$ cat src/rtl/reg_xfer_pkg.sv
package reg_xfer_pkg;
  typedef enum logic [1:0] {
    XS_IDLE = 2'd0,
    XS_SCAN = 2'd1,
    XS_FIX  = 2'd2
  } xfer_state_e;
endpackage

$ cat src/rtl/reg_xfer_pick.sv
module reg_xfer_pick #(
  parameter int N  = 32,
  parameter int AW = 5
) (
  input  logic [N-1:0]  req_i,
  output logic          any_o,
  output logic [AW-1:0] idx_o
);
  always_comb begin
    any_o = |req_i;
    idx_o = '0;
    for (int i = N - 1; i >= 0; i--) begin
      if (req_i[i]) idx_o = AW'(i);
    end
  end
endmodule

$ cat src/rtl/reg_xfer_ctrl.sv
module reg_xfer_ctrl
  import reg_xfer_pkg::*;
#(
  parameter int NUM_AREG = 32,
  parameter int AW       = 5
) (
  input  logic          clk_i,
  input  logic          rst_ni,
  input  logic          start_i,
  input  logic          dir_i,
  input  logic          commit_en_i,
  input  logic [AW-1:0] commit_areg_i,
  input  logic          pipe_busy_i,
  output logic          issue_o,
  output logic [AW-1:0] issue_areg_o,
  output logic          issue_scan_o,
  output logic          dir_o,
  output logic          done_o
);
  localparam int CW = AW + 1;
  localparam logic [CW-1:0] LAST = CW'(NUM_AREG - 1);

  xfer_state_e         state_q;
  logic [CW-1:0]       idx_q;
  logic [NUM_AREG-1:0] pend_q, pend_d;
  logic                dir_q, done_q;
  logic                pick_any, mark, finish;
  logic [AW-1:0]       pick_idx;

  reg_xfer_pick #(.N(NUM_AREG), .AW(AW)) u_pick (
    .req_i(pend_q), .any_o(pick_any), .idx_o(pick_idx)
  );

  always_comb begin
    issue_o      = 1'b0;
    issue_scan_o = 1'b0;
    issue_areg_o = idx_q[AW-1:0];
    if (state_q == XS_SCAN) begin
      issue_o      = 1'b1;
      issue_scan_o = 1'b1;
    end else if (state_q == XS_FIX) begin
      issue_o      = pick_any;
      issue_areg_o = pick_idx;
    end
    // register already mapped (or mapped now) -> copy again later
    mark = commit_en_i &&
           ((state_q == XS_SCAN && {1'b0, commit_areg_i} <= idx_q) || state_q == XS_FIX);
    pend_d = pend_q;
    if (state_q == XS_FIX && pick_any) pend_d[pick_idx] = 1'b0;
    if (mark) pend_d[commit_areg_i] = 1'b1;
    finish = (state_q == XS_FIX) && !pick_any && !pipe_busy_i && !commit_en_i;
  end

  always_ff @(posedge clk_i or negedge rst_ni) begin
    if (!rst_ni) begin
      state_q <= XS_IDLE;
      idx_q   <= '0;
      pend_q  <= '0;
      dir_q   <= 1'b0;
      done_q  <= 1'b0;
    end else begin
      done_q <= finish;
      pend_q <= pend_d;
      unique case (state_q)
        XS_IDLE: if (start_i) begin
          state_q <= XS_SCAN;
          idx_q   <= '0;
          dir_q   <= dir_i;
          pend_q  <= '0;
        end
        XS_SCAN: begin
          idx_q <= idx_q + CW'(1);
          if (idx_q == LAST) state_q <= XS_FIX;
        end
        XS_FIX: if (finish) state_q <= XS_IDLE;
        default: state_q <= XS_IDLE;
      endcase
    end
  end

  assign dir_o  = dir_q;
  assign done_o = done_q;

  assert_done_pulse_R7: assert property (@(posedge clk_i) disable iff (!rst_ni)
    done_q |=> !done_q);
  assert_done_clean_R6: assert property (@(posedge clk_i) disable iff (!rst_ni)
    done_q |-> (pend_q == '0) && !pipe_busy_i);
  assert_start_ignored_R8: assert property (@(posedge clk_i) disable iff (!rst_ni)
    (state_q == XS_SCAN && idx_q != LAST && start_i) |=> (idx_q == $past(idx_q) + CW'(1)));
endmodule

$ cat src/rtl/reg_xfer_pipe.sv
module reg_xfer_pipe #(
  parameter int AW = 5,
  parameter int PW = 7,
  parameter int DW = 32
) (
  input  logic          clk_i,
  input  logic          rst_ni,
  input  logic          dir_i,
  input  logic          issue_i,
  input  logic [AW-1:0] issue_areg_i,
  input  logic          issue_scan_i,
  output logic          busy_o,
  output logic [AW-1:0] rat_addr_o,
  input  logic [PW-1:0] rat_data_i,
  output logic [PW-1:0] big_rd_addr_o,
  input  logic [DW-1:0] big_rd_data_i,
  output logic [AW-1:0] little_rd_addr_o,
  input  logic [DW-1:0] little_rd_data_i,
  output logic          big_wr_en_o,
  output logic [PW-1:0] big_wr_addr_o,
  output logic [DW-1:0] big_wr_data_o,
  output logic          little_wr_en_o,
  output logic [AW-1:0] little_wr_addr_o,
  output logic [DW-1:0] little_wr_data_o
);
  logic          s2_v, s2_scan, s3_v, s3_scan;
  logic [AW-1:0] s2_areg, s3_areg;
  logic [PW-1:0] s2_src, s1_src;
  logic [DW-1:0] s3_data;

  // stage 1: map
  assign rat_addr_o = issue_areg_i;
  assign s1_src     = dir_i ? PW'(issue_areg_i) : rat_data_i;

  // stage 2: read
  assign big_rd_addr_o    = s2_src;
  assign little_rd_addr_o = s2_src[AW-1:0];

  always_ff @(posedge clk_i or negedge rst_ni) begin
    if (!rst_ni) begin
      s2_v <= 1'b0; s2_scan <= 1'b0; s2_areg <= '0; s2_src <= '0;
      s3_v <= 1'b0; s3_scan <= 1'b0; s3_areg <= '0; s3_data <= '0;
    end else begin
      s2_v    <= issue_i;
      s2_scan <= issue_i && issue_scan_i;
      s2_areg <= issue_areg_i;
      s2_src  <= s1_src;
      s3_v    <= s2_v;
      s3_scan <= s2_scan;
      s3_areg <= s2_areg;
      s3_data <= dir_i ? little_rd_data_i : big_rd_data_i;
    end
  end

  // stage 3: write
  assign big_wr_en_o      = s3_v && dir_i;
  assign big_wr_addr_o    = PW'(s3_areg);
  assign big_wr_data_o    = s3_data;
  assign little_wr_en_o   = s3_v && !dir_i;
  assign little_wr_addr_o = s3_areg;
  assign little_wr_data_o = s3_data;
  assign busy_o           = s2_v || s3_v;

  assert_identity_map_R2: assert property (@(posedge clk_i) disable iff (!rst_ni)
    (s2_v && dir_i) |-> (s2_src == PW'(s2_areg)));
  assert_stage_chain_R3: assert property (@(posedge clk_i) disable iff (!rst_ni)
    s2_v |=> s3_v && (s3_areg == $past(s2_areg)));
  assert_ascending_R4: assert property (@(posedge clk_i) disable iff (!rst_ni)
    (s3_v && s3_scan && $past(s3_v && s3_scan)) |-> (s3_areg == $past(s3_areg) + AW'(1)));
  assert_one_dest_R9: assert property (@(posedge clk_i) disable iff (!rst_ni)
    !(big_wr_en_o && little_wr_en_o));
endmodule

$ cat src/rtl/reg_xfer_engine.sv
module reg_xfer_engine #(
  parameter int NUM_AREG = 32,
  parameter int BIG_PHYS = 128,
  parameter int DW       = 32
) (
  input  logic                        clk_i,
  input  logic                        rst_ni,
  input  logic                        start_i,
  input  logic                        dir_i,
  output logic                        done_o,
  input  logic                        commit_en_i,
  input  logic [$clog2(NUM_AREG)-1:0] commit_areg_i,
  output logic [$clog2(NUM_AREG)-1:0] rat_addr_o,
  input  logic [$clog2(BIG_PHYS)-1:0] rat_data_i,
  output logic [$clog2(BIG_PHYS)-1:0] big_rd_addr_o,
  input  logic [DW-1:0]               big_rd_data_i,
  output logic [$clog2(NUM_AREG)-1:0] little_rd_addr_o,
  input  logic [DW-1:0]               little_rd_data_i,
  output logic                        big_wr_en_o,
  output logic [$clog2(BIG_PHYS)-1:0] big_wr_addr_o,
  output logic [DW-1:0]               big_wr_data_o,
  output logic                        little_wr_en_o,
  output logic [$clog2(NUM_AREG)-1:0] little_wr_addr_o,
  output logic [DW-1:0]               little_wr_data_o
);
  localparam int AW = $clog2(NUM_AREG);
  localparam int PW = $clog2(BIG_PHYS);

  logic          issue, issue_scan, dir, pipe_busy;
  logic [AW-1:0] issue_areg;

  reg_xfer_ctrl #(.NUM_AREG(NUM_AREG), .AW(AW)) u_ctrl (
    .clk_i, .rst_ni, .start_i, .dir_i,
    .commit_en_i, .commit_areg_i,
    .pipe_busy_i (pipe_busy),
    .issue_o     (issue),
    .issue_areg_o(issue_areg),
    .issue_scan_o(issue_scan),
    .dir_o       (dir),
    .done_o
  );

  reg_xfer_pipe #(.AW(AW), .PW(PW), .DW(DW)) u_pipe (
    .clk_i, .rst_ni,
    .dir_i       (dir),
    .issue_i     (issue),
    .issue_areg_i(issue_areg),
    .issue_scan_i(issue_scan),
    .busy_o      (pipe_busy),
    .rat_addr_o, .rat_data_i,
    .big_rd_addr_o, .big_rd_data_i,
    .little_rd_addr_o, .little_rd_data_i,
    .big_wr_en_o, .big_wr_addr_o, .big_wr_data_o,
    .little_wr_en_o, .little_wr_addr_o, .little_wr_data_o
  );

  assert_quiet_reset_R10: assert property (@(posedge clk_i) disable iff (!rst_ni)
    $rose(rst_ni) |-> !done_o && !big_wr_en_o && !little_wr_en_o);
endmodule

$ cat config.mk
export PLATFORM = sky130hd
export DESIGN_NAME = reg_xfer_engine
export DESIGN_NICKNAME = d
export VERILOG_FILES = /design/src/rtl/reg_xfer_pkg.sv /design/src/rtl/reg_xfer_pick.sv /design/src/rtl/reg_xfer_ctrl.sv /design/src/rtl/reg_xfer_pipe.sv /design/src/rtl/reg_xfer_engine.sv
export SDC_FILE = /design/constraint.sdc
export NUM_CORES = 1
export LEC_CHECK = 0
export BUFFER_PORTS_ARGS = -buffer_cell sky130_fd_sc_hd__buf_2
export CAP_MARGIN = 20
export CORE_MARGIN = 2
export CORE_UTILIZATION = 49
export DETAILED_ROUTE_END_ITERATION = 8
export GPL_TIMING_DRIVEN = 0
export HOLD_SLACK_MARGIN = 0.08
export PLACE_DENSITY = 0.8
export RECOVER_POWER = 25
export SETUP_SLACK_MARGIN = 0.3
export SYNTH_ARGS = -nofsm -noshare
export SYNTH_HDL_FRONTEND = slang
export SYNTH_SLANG_ARGS = --single-unit
$ cat constraint.sdc
create_clock -name clk_i -period 2.6 [get_ports clk_i]
set_input_delay 0.26 -clock clk_i [delete_from_list [all_inputs] [get_ports clk_i]]
set_output_delay 0.26 -clock clk_i [all_outputs]
set_load 0.05 [all_outputs]
==> results.cfg, run 1 <==
[floorplan]
dieWidth_um = 102
ioPinCount = 177
fp.coreArea_um2 = 9240
die-area_um2 = 10300
dieHeight_um = 102
rows = 35
start_util_pct = 50.5

[cells_and_area]
syn_to_final_growth_pct = 42.7
nets = 741
fin_area_um2 = 6660
final_common_cell = buf_2
mostFrequentLayoutCells = 170 x buf_2, 89 x dfrtp_1, 60 x buf_4, 36 x mux2_2, 33 x nand2_1
fillCellCount = 641
drive_gt1_share_pct = 53.9

[placement]
place_area_um2 = 5780
io_buffers = 174
place.gp.congestion = 0.923
hpwl_mm = 10.8

[timing]
setup_viol = 4
hold_viol_final = 0
layout_min_cycle_time_ps = 2680
finalCritPeriodShare_pct = 103
max_slew_margin_pct = 34.4
worst_pin_slew_ps = 983
worst_slack_ps = -84.0
fin_worst_skew_ps = 7.45
grt_setup_unrepaired = yes
fmax_ghz = 0.373
slew_viol_final = 0

[setup_path]
crit_fanout = 4
startpoint_type = register
cp.arrival_ps = 2420
crit_path_max_incr_delay_ps = 520
reg2reg_from = u_ctrl.pend_q[20]$_DFF_PN0_
crit_type = reg -> out
r2r-end = u_ctrl.pend_q[26]$_DFF_PN0_
r2r_slack_ps = -20
reg2reg_depth = 9
end_kind = output port
path_cells = or4_4, a21oi_2, a211oi_2, or3_4, buf_6, o21ai_4, buf_8
slowest_stage = or4_4
cp.required_ps = 2340
crit_path_start = u_ctrl.pend_q[20]$_DFF_PN0_

[outcome]
violations = setup timing
status = complete, but fails checks

[global_route]
grt_pass1_vias = 4290
grt_overflow_total = 0
grt_pass1_wl_mm = 21.9
grt_max_degree = 57
antenna_found_initial = 1
use_met2_pct = 47.6
gr-max-usage-layer = met2
grt.met3_usage_pct = 5.04
track_usage_pct = 28.1
grt_use_met1_pct = 34.9

[yosys]
synth.area.mux_share_pct = 8.93
synthAdderAreaFrac_pct = 1.61
yosysWarningCount = 0
ys_seq_elements = 93
synth_top_area_cell = dfrtp_1
synth_top_cell_area_share_pct = 49.9
synth.area.top_cells = dfrtp_1 50%, mux2_2 8.9%, buf_4 7.1%, nand2_1 2.9%, o21ai_0 2.3%
synth-async-reset-ratio_pct = 100
synth_edf_count = 0
netlist_instances = 446
synthSimpleGateAreaFrac_pct = 17.0
syn_area_per_cell_um2 = 10.5
synth_top_family_by_area = simple AND/OR/NAND/NOR gates
synth_xor_area_share_pct = 0.563
synth_cell_types = 54
ys_seq_area_share_pct = 49.9
synth_ff_type = dfrtp_1
synth-compound-area-share_pct = 12.8
synth_area_um2 = 4670

[clock_tree]
cts_inserted_buffers = 9
root_buffer = clkbuf_8
clk_pin_slew_ps = 100
cts_tree = built
cts_buffer_depth = 2
clkLatencyLatePin_ps = 370
clkSinkCount = 93
htreeDepth = 3

[routing]
wire_per_inst_um = 20.0
vias = 4608
via_per_inst = 5.84
ant_nets = 0
dr.pass1.iters = 7
drc = 0
wl_mm = 15.8
drtIter0Drc = 344

[worst_hold_path]
hp-start = rat_data_i[6]
hp-class = in -> reg
hold_end = u_pipe.big_rd_addr_o[6]$_DFF_PN0_
hold_depth = 2

[flow_run]
cap_violations = 0
-- final cells by class --
class                   instances  area (um2)  share of cell area, %
diodes                          1        2.50                 0.0376
plain buffers                  59         422                   6.33
clock buffers                   9         124                   1.86
clock inverters                 7        92.6                   1.39
inverters                       9        33.8                  0.507
multi-input cells             286        2380                   35.8
flip-flops and latches         93        2330                   35.0
well taps                     129         161                   2.42
repair buffers                196        1110                   16.6
-- registers in the layout (all words and copies together), names as in the netlist, 2 cells and up --
name,cells
u_ctrl.idx_q,6
u_ctrl.state_q,2
u_pipe.big_rd_addr_o,7
u_ctrl.pend_q,32
u_pipe.s2_areg,5
u_pipe.big_wr_data_o,32
u_pipe.little_wr_addr_o,5
-- cells in the mapped netlist, types with 3 or more instances --
master and count:
nor2_1 25, o21ai_0 21, nand3b_1 3, nor3_1 12
or2_2 3, and2_1 6, o22ai_1 14, or4_1 3
nor2b_1 12, nand2_1 36, inv_1 9, nand3_1 15
o311ai_0 10, o31ai_1 6, ha_1 6, o21bai_1 3
clkbuf_1 13, nor4_1 14, or3_1 5, nand4_1 4
dfrtp_1 93, mux2_2 37, nand2b_1 6, a21oi_1 8
buf_4 44
-- cells by family after synthesis --
| kind of cell | count (synthesis) |
|---|---|
| and+or+nand+nor | 152 |
| AOI/OAI and AO/OA | 86 |
| buffers and inverters | 68 |
| muxes | 37 |
| other | 1 |
| DFF | 93 |
| xor gates and xnor gates | 3 |
| adders and majority gates | 6 |
-- worst max-delay path: cells and delay by family, from the launching register on --
kind	cells	cell delay (ps)
and+or+nand+nor	2	920
DFF	1	430
AOI/OAI and AO/OA	3	390
buffers and inverters	2	300
-- routing by layer --
layer | wire [um] | part of all wire, % | vias up
met1 | 5710 | 36 | 2180
met3 | 1480 | 9.4 | 88
met4 | 677 | 4.3 | 0
li1 | - | - | 2012
met2 | 7930 | 50 | 328
met5 | 0 | 0 | -
-- stage by stage --
stage | TNS (ps) | std cells | hold WS (ps) | util, % | setup slack [ps]
final | -207 | 789 | 106 | 72.1 | -84.0
after floorplan | 0 | 447 | -35.6 | - | 278
after global routing | -484 | 789 | 99.8 | 72.1 | -125
after CTS | -199 | 779 | 99.5 | 68.8 | -110
after detailed placement | 0 | 751 | 268 | 62.6 | 54.6
after global placement | 0 | 750 | 332 | 62.2 | 50.0
-- how the worst max path moves through the flow --
stage                                        endpoint  slack [ps]  depth (start not counted)
floorplan           u_pipe.big_rd_addr_o[2]$_DFF_PN0_         280                          6
global placement          u_ctrl.pend_q[13]$_DFF_PN0_          50                          6
detailed placement                      rat_addr_o[0]          50                          6
CTS                                     rat_addr_o[1]        -110                          7
global route                            rat_addr_o[1]        -120                          7
finish                                  rat_addr_o[1]         -80                          7
-- what timing repair did --
action	in CTS	in global routing
hold buffers	2	0
setup endpoints to repair	33	38
cloned	1	0
hold endpoints to repair	38	0
gates resized for setup	55	53
pin swaps	15	16
buffers inserted	9	9
Power of run 1 is not shown: default switching activity piles up to over one toggle a cycle in this logic, so the estimate is an artifact.
==> run 2, diff against run 1 <==
- ABC_CLOCK_PERIOD_IN_PS: unset -> 2600
- CORE_ASPECT_RATIO: unset -> 1.4
- RECOVER_POWER: 25 -> unset
==> results.cfg, run 2 (same netlist as run 1, synthesis figures left out) <==
[timing]
worst_pin_slew_ps = 844
setup_viol = 0
layout_min_cycle_time_ps = 2600
slew_viol_final = 0
grt_setup_unrepaired = yes
fin_worst_skew_ps = 10.3
finalCritPeriodShare_pct = 100
hold_viol_final = 0
max_slew_margin_pct = 43.3
fmax_ghz = 0.385
setup_tns_ps = 0

[setup_path]
cp.required_ps = 2800
crit_path_max_incr_delay_ps = 550
reg2reg_from = u_ctrl.pend_q[21]$_DFF_PN0_
startpoint_type = register
r2r-end = u_ctrl.pend_q[26]$_DFF_PN0_
end_kind = register
cp.arrival_ps = 2800
r2r_slack_ps = 0.4
slowest_stage = or4_4
crit_fanout = 6
crit_type = reg -> reg
path_cells = or4_4, a21oi_4, a211oi_2, or3_1, buf_6, buf_4, bufbuf_16, o31ai_4, a21oi_2
reg2reg_depth = 9

[floorplan]
rows = 42
die-area_um2 = 10300
start_util_pct = 49.9
fp.coreArea_um2 = 9350
ioPinCount = 177
dieHeight_um = 119
dieWidth_um = 86.5

[cells_and_area]
antennaDiodeCount = 0
final_common_cell = buf_2
syn_to_final_growth_pct = 44.0
drive_gt1_share_pct = 54.2
nets = 744
mostFrequentLayoutCells = 168 x buf_2, 88 x dfrtp_1, 63 x buf_4, 36 x mux2_2, 33 x nand2_1
fin_area_um2 = 6720

[outcome]
status = finished clean

[flow_run]
cap_violations = 0

[clock_tree]
htreeDepth = 3
cts_inserted_buffers = 9
cts_buffer_depth = 2
clkLatencyLatePin_ps = 340
root_buffer = clkbuf_16
clkSinkCount = 93
cts_tree = built
clk_pin_slew_ps = 70

[worst_hold_path]
hp-class = in -> reg
hp-start = dir_i
hold_depth = 3
hold_end = u_ctrl.dir_o$_DFFE_PN0P_

[global_route]
antenna_found_initial = 0
grt_max_degree = 51
grt_pass1_wl_mm = 21.8
grt_overflow_total = 0
track_usage_pct = 27.6
grt_pass1_vias = 4282

[placement]
place_area_um2 = 5760
hpwl_mm = 10.6
io_buffers = 174
place.gp.congestion = 0.930

[routing]
via_per_inst = 5.75
dr.pass1.iters = 5
drc = 0
drtIter0Drc = 310
wire_per_inst_um = 19.3
ant_nets = 0
wl_mm = 14.9
vias = 4439
[run 2: how the worst max path moves through the flow]
| stage | startpoint | endpoint | slack, ps |
|---|---|---|---|
| 2_1_floorplan | u_ctrl.pend_q[19]$_DFF_PN0_ | u_pipe.big_rd_addr_o[2]$_DFF_PN0_ | 280 |
| 3_3_place_gp | u_ctrl.pend_q[21]$_DFF_PN0_ | u_ctrl.pend_q[13]$_DFF_PN0_ | 9 |
| 3_5_place_dp | u_ctrl.pend_q[21]$_DFF_PN0_ | u_ctrl.pend_q[9]$_DFF_PN0_ | -20 |
| 4_1_cts | u_ctrl.pend_q[17]$_DFF_PN0_ | rat_addr_o[1] | -30 |
| 5_1_grt | u_ctrl.pend_q[21]$_DFF_PN0_ | rat_addr_o[1] | -80 |
| 6_report | u_ctrl.pend_q[21]$_DFF_PN0_ | u_ctrl.pend_q[26]$_DFF_PN0_ | 0.4 |
[run 2: layout make-up]
type | instances | area, um2
Buffer | 59 | 428
Clock buffer | 9 | 225
Inverter | 9 | 33.8
Multi-Input combinational cell | 286 | 2360
Tap cell | 110 | 138
Timing Repair Buffer | 199 | 1150
Fill cell | 683 | 2640
Clock inverter | 7 | 48.8
Sequential cell | 93 | 2330
[run 2: what timing repair did]
item | CTS | global route
hold buffers | 1 | 0
endpoints found under the setup margin | 33 | 37
setup buffers | 7 | 14
pin swaps | 12 | 15
resized for setup | 56 | 47
cloned | 1 | 0
hold endpoints to repair | 43 | 0
[run 2: worst max-delay path, delay by kind of cell, from the launching register on]
kind | cells | cell delay (ps)
simple gates | 2 | 930
compound gates | 4 | 540
buf+inv | 3 | 620
flops | 1 | 380
[run 2: through the flow]
| stage | setup WS, ps | instances | util [%] | hold WS [ps] |
|---|---|---|---|---|
| 5_1_grt | -83.5 | 772 | 71.8 | 122 |
| 2_1_floorplan | 278 | 447 | - | -35.6 |
| 6_report | 0.351 | 772 | 71.8 | 115 |
| 3_3_place_gp | 8.69 | 731 | 61.2 | 333 |
| 3_5_place_dp | -19.7 | 732 | 61.5 | 295 |
| 4_1_cts | -33.3 | 757 | 68.1 | 107 |
[run 2: routing by layer]
layer	GRT usage [%]	routed length [um]	vias to the layer above
met2	47.5	7660	247
li1	-	-	2004
met1	32.9	5340	2142
met4	11.5	616	0
met5	0	0	-
met3	5.89	1300	46
Power of run 2 is left out for the same reason.
